<file path="src/rtl/bilerp_pkg.sv">
package bilerp_pkg;
  typedef enum logic [1:0] {BANK_A = 2'd0, BANK_B = 2'd1, BANK_C = 2'd2, BANK_D = 2'd3} bank_e;
  localparam int unsigned NUM_BANKS = 4;
endpackage

</file>
<file path="src/rtl/bilerp_coef.sv">
module bilerp_coef
  import bilerp_pkg::*;
#(
  parameter int unsigned FRAC_W = 4,
  localparam int unsigned W_W   = 2 * FRAC_W + 1,
  localparam int unsigned IDX_W = 2 * FRAC_W + 2
) (
  input  logic [IDX_W-1:0]               idx_i,  // {lsb_y, lsb_x, frac_y, frac_x}
  output logic [NUM_BANKS-1:0][W_W-1:0]  w_o
);
  localparam logic [FRAC_W:0] ONE = (FRAC_W+1)'(1) << FRAC_W;

  logic [FRAC_W-1:0] fx, fy;
  logic [1:0]        ul;
  assign fx = idx_i[FRAC_W-1:0];
  assign fy = idx_i[2*FRAC_W-1:FRAC_W];
  assign ul = idx_i[IDX_W-1:2*FRAC_W];

  for (genvar b = 0; b < NUM_BANKS; b++) begin : g_bank
    logic [1:0]    rel;  // spatial position of this bank relative to upper-left
    logic [FRAC_W:0] hx, hy;
    assign rel = 2'(b) ^ ul;
    assign hx  = rel[0] ? {1'b0, fx} : ONE - {1'b0, fx};
    assign hy  = rel[1] ? {1'b0, fy} : ONE - {1'b0, fy};
    assign w_o[b] = W_W'(hx * hy);
  end
endmodule

</file>
<file path="src/rtl/bilerp_mac.sv">
module bilerp_mac
  import bilerp_pkg::*;
#(
  parameter int unsigned PIX_W  = 8,
  parameter int unsigned FRAC_W = 4,
  localparam int unsigned W_W   = 2 * FRAC_W + 1,
  localparam int unsigned SH    = 2 * FRAC_W,
  localparam int unsigned ACC_W = PIX_W + W_W + 2
) (
  input  logic                            clk_i,
  input  logic                            rst_ni,
  input  logic                            valid_i,
  input  logic [NUM_BANKS-1:0][PIX_W-1:0] pix_i,
  input  logic [NUM_BANKS-1:0][W_W-1:0]   w_i,
  output logic                            valid_o,
  output logic [PIX_W-1:0]                pix_o
);
  logic                            v_q;
  logic [NUM_BANKS-1:0][PIX_W-1:0] p_q;
  logic [NUM_BANKS-1:0][W_W-1:0]   w_q;

  always_ff @(posedge clk_i or negedge rst_ni) begin
    if (!rst_ni) begin
      v_q <= 1'b0;
      p_q <= '0;
      w_q <= '0;
    end else begin
      v_q <= valid_i;
      if (valid_i) begin
        p_q <= pix_i;
        w_q <= w_i;
      end
    end
  end

  logic [NUM_BANKS-1:0][ACC_W-1:0] prod;
  logic [ACC_W-1:0]                acc;
  for (genvar b = 0; b < NUM_BANKS; b++) begin : g_mul
    assign prod[b] = ACC_W'(p_q[b]) * ACC_W'(w_q[b]);
  end

  always_comb begin
    acc = ACC_W'(1) << (SH - 1);  // rounding half
    for (int b = 0; b < NUM_BANKS; b++) acc = acc + prod[b];
  end

  always_ff @(posedge clk_i or negedge rst_ni) begin
    if (!rst_ni) begin
      valid_o <= 1'b0;
      pix_o   <= '0;
    end else begin
      valid_o <= v_q;
      if (v_q) pix_o <= PIX_W'(acc >> SH);
    end
  end

  logic [W_W+1:0]   w_sum;
  logic [PIX_W-1:0] p_max;
  always_comb begin
    w_sum = '0;
    p_max = '0;
    for (int b = 0; b < NUM_BANKS; b++) begin
      w_sum = w_sum + (W_W+2)'(w_q[b]);
      if (p_q[b] > p_max) p_max = p_q[b];
    end
  end


  weight_sum_chk: assert property (@(posedge clk_i) disable iff (!rst_ni)
    v_q |-> w_sum == ((W_W+2)'(1) << SH));


  no_overshoot_chk: assert property (@(posedge clk_i) disable iff (!rst_ni)
    v_q |=> pix_o <= $past(p_max));
endmodule

</file>
<file path="src/rtl/bilerp_datapath.sv">
module bilerp_datapath
  import bilerp_pkg::*;
#(
  parameter int unsigned PIX_W  = 8,
  parameter int unsigned FRAC_W = 4,
  localparam int unsigned W_W   = 2 * FRAC_W + 1,
  localparam int unsigned IDX_W = 2 * FRAC_W + 2
) (
  input  logic                       clk_i,
  input  logic                       rst_ni,
  input  logic                       valid_i,
  input  logic [NUM_BANKS*PIX_W-1:0] pix_i,
  input  logic [FRAC_W-1:0]          frac_x_i,
  input  logic [FRAC_W-1:0]          frac_y_i,
  input  logic                       lsb_x_i,
  input  logic                       lsb_y_i,
  output logic                       valid_o,
  output logic [PIX_W-1:0]           pix_o
);
  logic                            s1_v;
  logic [NUM_BANKS-1:0][PIX_W-1:0] s1_pix;
  logic [IDX_W-1:0]                s1_idx;

  always_ff @(posedge clk_i or negedge rst_ni) begin
    if (!rst_ni) begin
      s1_v   <= 1'b0;
      s1_pix <= '0;
      s1_idx <= '0;
    end else begin
      s1_v <= valid_i;
      if (valid_i) begin
        s1_pix <= pix_i;
        s1_idx <= {lsb_y_i, lsb_x_i, frac_y_i, frac_x_i};
      end
    end
  end

  logic [NUM_BANKS-1:0][W_W-1:0] w;

  bilerp_coef #(.FRAC_W(FRAC_W)) u_coef (
    .idx_i (s1_idx),
    .w_o   (w)
  );

  bilerp_mac #(.PIX_W(PIX_W), .FRAC_W(FRAC_W)) u_mac (
    .clk_i   (clk_i),
    .rst_ni  (rst_ni),
    .valid_i (s1_v),
    .pix_i   (s1_pix),
    .w_i     (w),
    .valid_o (valid_o),
    .pix_o   (pix_o)
  );


  latency_chk: assert property (@(posedge clk_i) disable iff (!rst_ni)
    $past(valid_i, 3) |-> valid_o);


  hold_chk: assert property (@(posedge clk_i) disable iff (!rst_ni)
    !valid_o |-> $stable(pix_o));
endmodule

</file>
<file path="config.mk">
export PLATFORM = sky130hd
export DESIGN_NAME = bilerp_datapath
export DESIGN_NICKNAME = d
export VERILOG_FILES = /design/src/rtl/bilerp_pkg.sv /design/src/rtl/bilerp_coef.sv /design/src/rtl/bilerp_mac.sv /design/src/rtl/bilerp_datapath.sv
export SDC_FILE = /design/constraint.sdc
export NUM_CORES = 1
export LEC_CHECK = 0
export BUFFER_PORTS_ARGS = -buffer_cell sky130_fd_sc_hd__buf_2
export CAP_MARGIN = 15
export CELL_PAD_IN_SITES_DETAIL_PLACEMENT = 1
export CELL_PAD_IN_SITES_GLOBAL_PLACEMENT = 1
export CORE_MARGIN = 1.5
export CORE_UTILIZATION = 56
export CTS_CLUSTER_DIAMETER = 50
export DETAILED_ROUTE_END_ITERATION = 10
export PLACE_DENSITY_LB_ADDON = 0.1
export SYNTH_ARGS = -nofsm -noshare
export SYNTH_HDL_FRONTEND = slang
export SYNTH_SLANG_ARGS = --single-unit
</file>
<file path="constraint.sdc">
create_clock -name clk_i -period 15.7 [get_ports clk_i]
set_input_delay 0 -clock clk_i [delete_from_list [all_inputs] [get_ports clk_i]]
set_output_delay 0 -clock clk_i [all_outputs]
set_load 0.02 [all_outputs]
</file>
After elaboration in Yosys (flattened, before gate mapping) --
Index checks and enable logic that the tools add are counted.
Word-level totals: bits in registers 121
Cells by class: add/subtract/negate cells 6, multiply operators 8, multiplexer cells 6, bitwise gates (word level) 1
Operator list (count):
- $mul A8 B9 Y16 | 4
- $add A16 B16 Y16 | 3
- $mul A5 B5 Y9 | 4
- $mux W5 | 6
- $add A8 B16 Y16 const A | 1
- $sub A5 B4 Y5 const A | 2
- $not A2 Y2 | 1

Depth between registers and ports, before layout --
word-level depth 5, mapped depth 24, mapped depth without buffers 23

Hierarchy --
Synthesis repeated with hierarchy kept, for this count alone.
Unflattened totals: cell total of the unflattened synthesis 1645, area total of the unflattened synthesis 17126.4 sq um
By module, submodules not included:
- bilerp_mac | instances 1, cells each 1212, area each 12378.1 sq um, seq. area each 1951.9 sq um
- bilerp_coef | instances 1, cells each 343, area each 2957.8 sq um, seq. area each 0.0 sq um
- bilerp_datapath | instances 1, cells each 90, area each 1790.5 sq um, seq. area each 1076.0 sq um

Worst setup path before layout --
OpenSTA, ideal clock, no wires.
kind register to register, start register u_mac.w_q[33] (netlist bit), end register u_mac.pix_o[7], setup time 82 ps, data arrival time 6113 ps, required time 15618 ps, setup slack 9505 ps, cell stages (with the launch flop) 22, cells stage by stage dfrtp_1 -> clkbuf_1 -> and2_1 -> fa_1 -> inv_1 -> fa_1 -> inv_1 -> fa_1 -> inv_1 -> fa_1 -> inv_1 -> fa_1 -> fa_1 -> fa_1 -> fa_1 -> ha_1 -> a21oi_1 -> o211ai_1 -> o211ai_1 -> a21oi_1 -> or3_1 -> a31oi_1
On the way: word-level cells in the longest chain between the ends 2
RTL lines:
- start: declaration | line bilerp_mac.sv:20 | logic [NUM_BANKS-1:0][W_W-1:0] w_q;
- start signal: assignment | line bilerp_mac.sv:31 | w_q <= w_i;
- $mul A8 B9 Y16 | line bilerp_mac.sv:39 | assign prod[b] = ACC_W'(p_q[b]) * ACC_W'(w_q[b]);
- $add A16 B16 Y16 | line bilerp_mac.sv:44 | for (int b = 0; b < NUM_BANKS; b++) acc = acc + prod[b];
- end signal: assignment | line bilerp_mac.sv:53 | if (v_q) pix_o <= PIX_W'(acc >> SH);
- end: declaration | line bilerp_mac.sv:16 | output logic [PIX_W-1:0] pix_o
No other way between the ends. A chain may end at the register's enable or synchronous reset.

Final worst setup path --
start register u_mac.w_q[18] (netlist bit), end register u_mac.pix_o[4]
On the way: word-level cells in the longest chain between the ends 3
RTL lines (line):
- $mul A8 B9 Y16 | bilerp_mac.sv:39
- $add A16 B16 Y16 (2 in a row) | bilerp_mac.sv:44
No other way between the ends.

==> impl_metrics.json <==
{
  "dp.cells": 2043,
  "dp_slack_ns": 8.61,
  "initial_core_util_pct": 57.3,
  "drive_above_1_share_pct": 10.8,
  "die_w_um": 175,
  "synthToLayoutAreaGrowth_pct": 9.70,
  "cts_resized": 0,
  "required_ns": 16.04,
  "overflow": 0,
  "grt_pass1_vias": 13700,
  "max_freq_mhz": 141,
  "synth.largest_area_cell": "fa_1",
  "fin_crit_sh_pct": 45.0,
  "register_area_um2": 2950,
  "diodes": 0,
  "synth_top_area_share_pct": 32.6,
  "layout.nets": 2223,
  "post-route-drc-count": 0,
  "port_buffers": 53,
  "layout_commonest_cell": "inv_1",
  "fin_crit_ns": 7.07,
  "outcome": "completed",
  "worst_slack_ns": 8.63,
  "netlist-cell-type-count": 37,
  "rsz0062_at_grt": "false",
  "crit_path_frequent_cell": "fa_1",
  "synth_area_per_cell_um2": 10.1,
  "fin_skew_ns": 0.0118,
  "clkTransAtPathRegs_ns": 0.06,
  "ant_nets": 0,
  "antenna_found_initial": 0,
  "yosys_warnings": 0,
  "slew_viol_final": 0,
  "multi_input_area_um2": 12100,
  "routed_via_density": 5.40,
  "cts_tree": "yes",
  "synth-seq-area-share_pct": 17.8,
  "slowest_stage": "dfrtp_1",
  "place_congestion": 0.846,
  "whs_ns": 0.140,
  "pin_count": 54,
  "final_cell_mix": "inv_1 (370), fa_1 (270), and2_1 (191)",
  "critPathMaxFanout": 33,
  "setup_viol": 0,
  "grt_usage_pct": 31.0,
  "slew_headroom_pct": 25.3,
  "htreeDepth": 4,
  "path_cells": "and2_1 > fa_1 > fa_1 > fa_1 > inv_1 > fa_1 > inv_1 > fa_1 > fa_1 > fa_1 > fa_1 > ha_1 > nand3_1 > nor3_1 > o21ai_1 > a21oi_1 > nor3_1 > o31ai_1",
  "r2r_start": "u_mac.w_q[18]",
  "worst_pin_slew_ns": 1.12,
  "end_kind": "flop",
  "worstPathArrival_ns": 7.41,
  "r2r_end": "u_mac.pix_o[4]",
  "synth-seq-cells": 118,
  "layout.cells.non_filler": 2117,
  "ff2ff_setup_slack_ns": 8.63,
  "fp.dieH_um": 175,
  "place_hpwl_um": 33300,
  "path_class": "flop to flop",
  "synthTopCellsByArea": "fa_1 (33%), dfrtp_1 (18%), ha_1 (14%), inv_1 (8.4%), and2_1 (7.2%)",
  "root_buffer": "clkbuf_16",
  "rows": 62,
  "wl_um": 43800,
  "clk_latency_ns": 0.44,
  "cts_buffers": 17,
  "synth_fp_nets": 2151,
  "core-area_um2": 28900,
  "worst_path_largest_cell_delay_ns": 1.04,
  "wl_per_cell_um": 20.7,
  "drtIter0Drc": 448,
  "final-hold-violation-count": 0,
  "via_count": 11400,
  "synthCells": 1649,
  "crit_path_start_kind": "flop",
  "hold_buffers": 43,
  "finalSetupTns_ns": 0,
  "die_area_um2": 30700,
  "grt_pass1_wl_um": 71900,
  "hp-class": "input pin to asynchronous set/reset pin",
  "timing.max_cap.violations": 0,
  "cts_setup_buffers": 0,
  "fill_cells": 3201,
  "synth_area_um2": 16600,
  "grt_max_degree": 76,
  "cts.sinks": 118,
  "first_pass_iters": 5,
  "reg2regPathDepth": 18,
  "cts_buffer_depth": 2
}
[per-layer routing]
layer,routed length (µm),GRT usage [%]
met1,16300,34.5
met2,24000,58.3
met3,1530,4.05
met4,1960,14.4
met5,0,0
[flip-flops by register name (all words and copies together), names as in the netlist]
signal / flops
s1_idx: 10
u_mac.p_q: 32
u_mac.pix_o: 8
s1_pix: 32
u_mac.valid_o: 1
u_mac.w_q: 33
s1_v: 1
u_mac.v_q: 1
[synthesized netlist by cell type]
| cell | number |
|---|---|
| a211oi_1 | 1 |
| a21o_1 | 11 |
| a21oi_1 | 32 |
| a31oi_1 | 2 |
| and2_1 | 191 |
| and3_1 | 2 |
| buf_2 | 3 |
| clkbuf_1 | 43 |
| clkinv_1 | 2 |
| dfrtp_1 | 118 |
| fa_1 | 270 |
| ha_1 | 187 |
| inv_1 | 370 |
| mux2_2 | 96 |
| mux2i_1 | 4 |
| nand2_1 | 116 |
| nand2b_1 | 17 |
| nand3_1 | 4 |
| nand3b_1 | 1 |
| nand4b_1 | 2 |
| nor2_1 | 70 |
| nor2b_1 | 1 |
| nor3_1 | 6 |
| nor3b_1 | 2 |
| o2111ai_1 | 1 |
| o211ai_1 | 3 |
| o21a_1 | 1 |
| o21ai_0 | 9 |
| o21ai_1 | 1 |
| o21bai_1 | 8 |
| o31ai_1 | 2 |
| or2_2 | 5 |
| or3_1 | 2 |
| xnor2_1 | 55 |
| xnor2_2 | 1 |
| xnor3_1 | 2 |
| xor2_1 | 8 |
[area by class of cell]
cell class / count / area share, %
timing repair buffer: 99 / 3.96
clock buffer: 21 / 2.48
tap: 384 / 2.64
inverter: 372 / 7.68
clock inverter: 10 / 0.722
sequential: 118 / 16.2
multi-input combinational: 1113 / 66.3
[through the flow]
| stage | cell area [µm²] | utilization (%) |
|---|---|---|
| after floorplan | 16600 | - |
| after global placement | 17200 | 59.4 |
| after detailed placement | 17200 | 59.4 |
| after CTS | 18200 | 62.9 |
| after global routing | 18200 | 62.9 |
| final | 18200 | 62.9 |
[worst max-delay path: cells and delay by family (launching register included)]
family | cells | cell delay [ns]
AND/OR/NAND/NOR | 4 | 0.95
buffers and inverters | 2 | 0.10
adder cells (fa/ha/maj) | 9 | 4.19
AO/OA/AOI/OAI | 3 | 0.69
flip-flops | 1 | 1.04
[cells by family after synthesis]
logic type | synth area share (%)
fa+ha+maj | 46.7
flops | 17.8
mux | 6.76
simple gates | 13.0
xor+xnor | 3.70
buf+inv | 9.48
compound gates | 2.57
[worst max path at each step]
stage                             start  depth (start not counted)  slack (ns)        endpoint
after global routing      u_mac.w_q[18]                         18        8.28  u_mac.pix_o[5]
final                     u_mac.w_q[18]                         18        8.63  u_mac.pix_o[4]
after floorplan           u_mac.w_q[33]                         21        9.50  u_mac.pix_o[7]
after CTS                 u_mac.w_q[18]                         18        8.59  u_mac.pix_o[4]
after global placement    u_mac.w_q[18]                         18        8.88  u_mac.pix_o[7]
after detailed placement  u_mac.w_q[18]                         18        8.61  u_mac.pix_o[5]
Power is left out: the tool's default activity adds up to more than one toggle a clock period on the data nets, which glitch-free logic cannot reach.
